`src/rtl/irqcap_pkg.sv`:
```
package irqcap_pkg;

    localparam int unsigned LINES  = 32;
    localparam int unsigned DATA_W = 32;
    localparam int unsigned ADDR_W = 8;
    localparam int unsigned PRIO_W = 5;
    localparam int unsigned IDX_W  = $clog2(LINES);

    localparam logic [ADDR_W-1:0] OFF_PEND  = 8'h00;
    localparam logic [ADDR_W-1:0] OFF_MASK  = 8'h04;
    localparam logic [ADDR_W-1:0] OFF_NCODE = 8'h10;
    localparam logic [ADDR_W-1:0] OFF_FCODE = 8'h14;
    localparam logic [ADDR_W-1:0] OFF_CTRL  = 8'h18;
    localparam logic [ADDR_W-1:0] CFG_BASE  = 8'h1C;
    localparam logic [ADDR_W-1:0] OFF_SWSET = 8'h9C;
    localparam logic [ADDR_W-1:0] CFG_LAST  = CFG_BASE + ADDR_W'(4 * (LINES - 1));

    // bit layout of the per-line configuration word
    localparam int unsigned ROUTE_BIT = 0;
    localparam int unsigned SENS_BIT  = 1;
    localparam int unsigned PRIO_LSB  = 2;
    localparam int unsigned CFG_W     = PRIO_LSB + PRIO_W;

    typedef enum logic [2:0] {
        REG_NONE,
        REG_PEND,
        REG_MASK,
        REG_NCODE,
        REG_FCODE,
        REG_CTRL,
        REG_CFG,
        REG_SWSET
    } reg_sel_e;

    typedef struct packed {
        reg_sel_e         sel;
        logic [IDX_W-1:0] idx;
    } reg_hit_t;

    typedef struct packed {
        logic             found;
        logic [IDX_W-1:0] idx;
    } first_bit_t;

    function automatic reg_hit_t decode_addr(input logic [ADDR_W-1:0] a);
        reg_hit_t h;
        h.sel = REG_NONE;
        h.idx = '0;
        if (a[1:0] == 2'b00) begin
            if (a >= CFG_BASE && a <= CFG_LAST) begin
                h.sel = REG_CFG;
                h.idx = IDX_W'((a - CFG_BASE) >> 2);
            end else begin
                case (a)
                    OFF_PEND:  h.sel = REG_PEND;
                    OFF_MASK:  h.sel = REG_MASK;
                    OFF_NCODE: h.sel = REG_NCODE;
                    OFF_FCODE: h.sel = REG_FCODE;
                    OFF_CTRL:  h.sel = REG_CTRL;
                    OFF_SWSET: h.sel = REG_SWSET;
                    default:   h.sel = REG_NONE;
                endcase
            end
        end
        return h;
    endfunction

    // scan from the top so the lowest set bit is the last one written
    function automatic first_bit_t lowest_set(input logic [LINES-1:0] v);
        first_bit_t r;
        r.found = 1'b0;
        r.idx   = '0;
        for (int i = LINES - 1; i >= 0; i--) begin
            if (v[i]) begin
                r.found = 1'b1;
                r.idx   = IDX_W'(i);
            end
        end
        return r;
    endfunction

endpackage

```
`src/rtl/irqcap_cfg.sv`:
```
module irqcap_cfg
    import irqcap_pkg::*;
#(
    parameter int unsigned N_LINES = LINES,
    parameter int unsigned P_W     = PRIO_W,
    parameter int unsigned I_W     = IDX_W,
    parameter int unsigned W_W     = CFG_W
) (
    input  logic                        clk,
    input  logic                        rst,
    input  logic                        cfg_we,
    input  logic [I_W-1:0]              cfg_idx,
    input  logic [W_W-1:0]              cfg_word,
    input  logic                        mask_we,
    input  logic [N_LINES-1:0]          mask_val,
    output logic [N_LINES-1:0]          mask,
    output logic [N_LINES-1:0]          sens,
    output logic [N_LINES-1:0]          route,
    output logic [N_LINES-1:0][P_W-1:0] prio
);

    always_ff @(posedge clk) begin
        if (rst) begin
            mask  <= '1;
            sens  <= '0;
            route <= '0;
            prio  <= '0;
        end else begin
            if (mask_we) begin
                mask <= mask_val;
            end
            for (int i = 0; i < int'(N_LINES); i++) begin
                if (cfg_we && cfg_idx == I_W'(i)) begin
                    prio[i]  <= cfg_word[PRIO_LSB +: P_W];
                    sens[i]  <= cfg_word[SENS_BIT];
                    route[i] <= cfg_word[ROUTE_BIT];
                end
            end
        end
    end


    cfg_stable_chk: assert property (@(posedge clk) disable iff (rst)
        (!$past(rst) && !$past(cfg_we)) |-> ($stable(prio) && $stable(sens) && $stable(route)));


    mask_stable_chk: assert property (@(posedge clk) disable iff (rst)
        (!$past(rst) && !$past(mask_we)) |-> $stable(mask));

endmodule

```
`src/rtl/irqcap_pend.sv`:
```
module irqcap_pend
    import irqcap_pkg::*;
#(
    parameter int unsigned N_LINES = LINES,
    parameter int unsigned I_W     = IDX_W
) (
    input  logic               clk,
    input  logic               rst,
    input  logic [N_LINES-1:0] pins,
    input  logic [N_LINES-1:0] sens,
    input  logic               clr_wr,
    input  logic [N_LINES-1:0] clr_val,
    input  logic               sw_valid,
    input  logic [I_W-1:0]     sw_idx,
    input  logic               vec_valid,
    input  logic [I_W-1:0]     vec_idx,
    output logic [N_LINES-1:0] pend
);

    logic [N_LINES-1:0] in_q;
    logic [N_LINES-1:0] rise;
    logic [N_LINES-1:0] fall;
    logic [N_LINES-1:0] sw_vec;
    logic [N_LINES-1:0] set_v;
    logic [N_LINES-1:0] pend_nxt;

    assign rise   = pins & ~in_q;
    assign fall   = in_q & ~pins;
    assign sw_vec = sw_valid ? (N_LINES'(1) << sw_idx) : '0;

    // per-line set condition, chosen by sensitivity
    for (genvar g = 0; g < int'(N_LINES); g++) begin : g_set
        assign set_v[g] = sens[g] ? (pins[g] | sw_vec[g])
                                  : (rise[g] | (sw_vec[g] & ~in_q[g]));
    end

    // clears first, sets last, so a set in the same cycle wins
    always_comb begin
        pend_nxt = pend;
        if (clr_wr) begin
            pend_nxt = pend_nxt & (clr_val | (in_q & sens));
        end
        if (vec_valid && !sens[vec_idx]) begin
            pend_nxt[vec_idx] = 1'b0;
        end
        pend_nxt = pend_nxt & ~(fall & sens);
        pend_nxt = pend_nxt | set_v;
    end

    always_ff @(posedge clk) begin
        if (rst) begin
            in_q <= '0;
            pend <= '0;
        end else begin
            in_q <= pins;
            pend <= pend_nxt;
        end
    end


    level_track_chk: assert property (@(posedge clk) disable iff (rst)
        !$past(rst) |-> ((pend & $past(pins & sens)) == $past(pins & sens)));


    edge_hold_chk: assert property (@(posedge clk) disable iff (rst)
        (!$past(rst) && $past(!clr_wr && !vec_valid)) |-> (($past(pend & ~sens) & ~pend) == '0));


    no_spurious_set_chk: assert property (@(posedge clk) disable iff (rst)
        !$past(rst) |-> ((pend & ~$past(pend) & ~$past(pins | sw_vec)) == '0));


    vec_clear_chk: assert property (@(posedge clk) disable iff (rst)
        (!$past(rst) && $past(vec_valid && !sens[vec_idx] && !pins[vec_idx] && !sw_vec[vec_idx]))
        |-> !pend[$past(vec_idx)]);

endmodule

```
`src/rtl/irq_capture_bank.sv`:
```
module irq_capture_bank
    import irqcap_pkg::*;
(
    input  logic                    clk,
    input  logic                    rst,
    input  logic [LINES-1:0]        irq_pins,
    input  logic                    bus_wr,
    input  logic                    bus_rd,
    input  logic [ADDR_W-1:0]       bus_addr,
    input  logic [DATA_W-1:0]       bus_wdata,
    output logic [DATA_W-1:0]       bus_rdata,
    input  logic [IDX_W-1:0]        norm_code,
    input  logic [IDX_W-1:0]        fast_code,
    output logic [LINES-1:0]        pend_o,
    output logic [LINES-1:0]        mask_o,
    output logic [LINES-1:0]        route_o,
    output logic [LINES*PRIO_W-1:0] prio_o
);

    reg_hit_t                      hit;
    first_bit_t                    sw_first;
    logic [LINES-1:0]              sens;
    logic [LINES-1:0][PRIO_W-1:0]  prio;
    logic                          vec_valid;
    logic [IDX_W-1:0]              vec_idx;

    assign hit      = decode_addr(bus_addr);
    assign sw_first = lowest_set(bus_wdata[LINES-1:0]);

    assign vec_valid = bus_rd && (hit.sel == REG_NCODE || hit.sel == REG_FCODE);
    assign vec_idx   = (hit.sel == REG_FCODE) ? fast_code : norm_code;

    irqcap_cfg u_cfg (
        .clk      (clk),
        .rst      (rst),
        .cfg_we   (bus_wr && hit.sel == REG_CFG),
        .cfg_idx  (hit.idx),
        .cfg_word (bus_wdata[CFG_W-1:0]),
        .mask_we  (bus_wr && hit.sel == REG_MASK),
        .mask_val (bus_wdata[LINES-1:0]),
        .mask     (mask_o),
        .sens     (sens),
        .route    (route_o),
        .prio     (prio)
    );

    irqcap_pend u_pend (
        .clk       (clk),
        .rst       (rst),
        .pins      (irq_pins),
        .sens      (sens),
        .clr_wr    (bus_wr && hit.sel == REG_PEND),
        .clr_val   (bus_wdata[LINES-1:0]),
        .sw_valid  (bus_wr && hit.sel == REG_SWSET && sw_first.found),
        .sw_idx    (sw_first.idx),
        .vec_valid (vec_valid),
        .vec_idx   (vec_idx),
        .pend      (pend_o)
    );

    assign prio_o = prio;

    always_comb begin
        bus_rdata = '0;
        if (bus_rd) begin
            case (hit.sel)
                REG_PEND:  bus_rdata = DATA_W'(pend_o);
                REG_MASK:  bus_rdata = DATA_W'(mask_o);
                REG_NCODE: bus_rdata = DATA_W'(norm_code);
                REG_FCODE: bus_rdata = DATA_W'(fast_code);
                REG_CFG:   bus_rdata = DATA_W'({prio[hit.idx], sens[hit.idx], route_o[hit.idx]});
                default:   bus_rdata = '0;
            endcase
        end
    end


    quiet_read_chk: assert property (@(posedge clk) disable iff (rst)
        (!bus_rd || hit.sel == REG_NONE || hit.sel == REG_CTRL || hit.sel == REG_SWSET)
        |-> (bus_rdata == '0));

endmodule

```
`config.mk`:
```
export PLATFORM = sky130hd
export DESIGN_NAME = irq_capture_bank
export DESIGN_NICKNAME = d
export VERILOG_FILES = /design/src/rtl/irqcap_pkg.sv /design/src/rtl/irqcap_cfg.sv /design/src/rtl/irqcap_pend.sv /design/src/rtl/irq_capture_bank.sv
export SDC_FILE = /design/constraint.sdc
export NUM_CORES = 1
export LEC_CHECK = 0
export ABC_AREA = 1
export BUFFER_PORTS_ARGS = -buffer_cell sky130_fd_sc_hd__buf_4
export CAP_MARGIN = 20
export CORE_UTILIZATION = 56
export CTS_BUF_LIST = sky130_fd_sc_hd__clkbuf_4
export CTS_CLUSTER_DIAMETER = 150
export CTS_CLUSTER_SIZE = 25
export DETAILED_ROUTE_END_ITERATION = 10
export HOLD_SLACK_MARGIN = 0.03
export PLACE_DENSITY = 0.85
export SYNTH_ARGS = -nofsm -noshare
export SYNTH_HDL_FRONTEND = slang
export SYNTH_SLANG_ARGS = --single-unit
```
`constraint.sdc`:
```
create_clock -name clk -period 5.3 [get_ports clk]
set_input_delay 1.06 -clock clk [delete_from_list [all_inputs] [get_ports clk]]
set_output_delay 1.06 -clock clk [all_outputs]
set_load 0.02 [all_outputs]
```
==> results.toml <==
[global_route]
overflow = 0
grt_pass1_wl_um = 96000
grt_antenna_before_repair = 2
grtUsageTotal = 0.444
grt_pass1_vias = 16300
grt_max_degree = 77

[placement]
dpl-instance-area_sq_um = 18300
post-dp-hpwl_um = 48400
gp_congestion = 1.05
io_buffers = 373

[cts]
cts_tree = "built"
postCtsSetupRepairBufs = 0
clk_latency_ns = 0.83
cts_sinks = 320
htreeDepth = 1
ctsResizeCount = 0
cts_root_buf = "clkbuf_4"
cts_inserted_buffers = 16
ctsHoldBuffers = 0
cts.clk_slew.worst_paths_ns = 0.29
clockBufferDepth = 3

[sta]
max_slew.worst_pin.slew_ns = 1.02
max-slew-margin-rel = 0.317
setup_viol = 0
hold_viol = 0
fmax_ghz = 0.193
rsz0062_at_grt = "false"
setup_tns_ns = 0
slew_viol_final = 0
fin_skew_ns = 0.0988
period_minus_slack_ns = 5.19
fin_crit_sh = 0.979

[drt]
wl_per_cell_um = 23.1
viasPerCell = 6.42
wirelength_um = 64900
drt-initial-drc-count = 2751
ant_nets = 0
drt_pass1_iterations = 7
drc = 0
dr_total_vias = 18000

[outcome]
status = "complete, no violations"

[cells_and_area]
syn2layout_area_growth_pct = 21.1
fin_area_sq_um = 18500
drive_above_1_share = 0.196
fillCellCount = 2309
nets = 2560
multi_input_area_sq_um = 7270
seqCellArea_sq_um = 6410

[logic_synthesis]
syn_area_per_cell_sq_um = 7.03
synth_seq_area_share = 0.419
synth_edf_count = 0
synth.distinct_cells = 47
synth_cells = 2175
async_flop_share = 0
synthFlopType = "dfxtp_1"
synth_seq_cells = 320
synth_nets = 2265
syn-cell-area_sq_um = 15300
ys_warn_count = 0

[worst_setup_path]
path_class = "in -> out"
startpoint_type = "input port"
cp.arrival_ns = 4.13
cp_max_fo = 11
cp-end-kind = "output port"
worstPathRequired_ns = 4.24

[power]
power_density_nw_per_um2 = 218
p_leak_nw = 7.54
vdd_drop_max_uv = 223

[floorplanning]
dieArea_sq_um = 27900
initial_core_util = 0.569
die_y_um = 167
core-area_sq_um = 26900
fp.dieW_um = 167
pin_count = 374
rows = 60

[min_path]
min_path_type = "in -> reg"

[run]
drv_cap = 0
[layer usage]
layer | routed length (um) | GRT usage | vias up | share of wire
li1 | - | - | 8028 | -
met1 | 23600 | 0.561 | 8278 | 0.36
met2 | 28900 | 0.713 | 1462 | 0.45
met3 | 8320 | 0.0898 | 277 | 0.13
met4 | 4040 | 0.241 | 2 | 0.062
met5 | 14 | 0 | - | 0.00022
[kinds of logic (layout without fill, tap and decap cells)]
logic type,after synthesis,after routing,share of synthesized area
other cells,0,1,0
simple gates,633,633,0.183
xor+xnor,3,3,0.00172
buf+inv,429,724,0.108
flops,320,320,0.419
compound gates,786,786,0.285
fa+ha+maj,4,4,0.00328
[synth_stat cells, types with 4 or more instances]
library cell | instances | area [sq um]
inv_1 | 277 | 1040
nand4_1 | 58 | 363
o311ai_1 | 4 | 35.0
o21ai_0 | 245 | 1230
buf_2 | 7 | 35.0
o221ai_1 | 4 | 35.0
dfxtp_1 | 320 | 6410
nand2_2 | 4 | 25.0
nor4_1 | 12 | 75.1
a41oi_1 | 4 | 35.0
nor2_4 | 4 | 45.0
nor3_1 | 5 | 25.0
ha_1 | 4 | 50.1
buf_1 | 11 | 41.3
nand2_1 | 330 | 1240
o21bai_1 | 8 | 60.1
nor2_2 | 6 | 37.5
a21boi_0 | 4 | 30.0
a22oi_1 | 5 | 37.5
inv_2 | 8 | 30.0
o211ai_1 | 36 | 270
a31oi_1 | 7 | 43.8
clkbuf_1 | 119 | 447
o22ai_1 | 111 | 694
nand3_1 | 112 | 561
o21ai_1 | 8 | 40.0
a21oi_1 | 327 | 1640
a221oi_1 | 10 | 87.6
nor2_1 | 97 | 364
[registers in the layout, summed over array words and instances, names as in the netlist]
| register | cells |
|---|---|
| u_cfg.route | 32 |
| u_cfg.sens | 32 |
| u_cfg.mask | 32 |
| u_cfg.prio | 160 |
| u_pend.pend | 32 |
| u_pend.in_q | 32 |
[final cells by class]
class | instances | share of cell area
multi-input cells | 1426 | 0.393
well taps | 341 | 0.0231
clock inverters | 1 | 0.000406
flip-flops and latches | 320 | 0.346
diodes | 1 | 0.000135
repair buffers | 417 | 0.171
inverters | 289 | 0.0593
clock buffers | 17 | 0.00690
[worst max-delay path, cell delays in order]
cell and delay (ns):
buf_4 0.14, inv_1 0.08, ha_1 0.18, nand2_1 0.09, o21ai_1 0.21, nand2_2 0.12, nor2_4 0.13, buf_4 0.18
nand2_1 0.08, buf_4 0.17, nor2_1 0.34, buf_4 0.29, o21ai_0 0.13, a41oi_1 0.32, nor3_2 0.12, a221oi_1 0.23
nor2_1 0.10, buf_4 0.17
[placed cells by master (no fill, tap or decap), types with 12 or more instances in the layout]
master | Yosys | final
a21oi_1 | 327 | 327
buf_4 | 0 | 414
clkbuf_4 | 0 | 17
dfxtp_1 | 320 | 320
inv_1 | 277 | 275
nand2_1 | 330 | 328
nand3_1 | 112 | 112
nand4_1 | 58 | 58
nor2_1 | 97 | 90
nor2_2 | 6 | 12
o211ai_1 | 36 | 36
o21ai_0 | 245 | 245
o22ai_1 | 111 | 111
[metrics by stage]
| step | cells | hold slack, ns | setup slack, ns | utilization | power, mW |
|---|---|---|---|---|---|
| after floorplan | 2175 | 0.482 | 0.593 | - | 2.88 |
| after global placement | 2791 | 0.470 | 0.151 | 0.682 | 3.13 |
| after detailed placement | 2791 | 0.472 | 0.0202 | 0.682 | 3.14 |
| after CTS | 2809 | 0.468 | 0.00623 | 0.687 | 3.98 |
| after global routing | 2812 | 0.458 | 0.0285 | 0.689 | 4.13 |
| final | 2812 | 0.441 | 0.109 | 0.689 | 4.03 |
[final timing paths]
| path | startpoint | slack (ns) | to | cells after the start |
|---|---|---|---|---|
| worst max-delay path | bus_addr[2] | 0.11 | bus_rdata[5] | 18 |
| worst min-delay path | irq_pins[24] | 0.44 | u_pend.in_q[24] | 3 |
| worst max register to register | u_cfg.sens[10] | 3.06 | u_pend.pend[27] | 10 |
| worst min register to register | u_cfg.prio[102] | 0.50 | u_cfg.prio[102] | 2 |
[power breakdown]
part,switching [mW],internal [mW],leakage (nW)
Combinational,0.414,0.210,4.86
Clock,0.753,0.150,0.0784
Sequential,0.0452,2.46,2.60
Total,1.21,2.82,7.54
(Power assumes the default switching activity.)
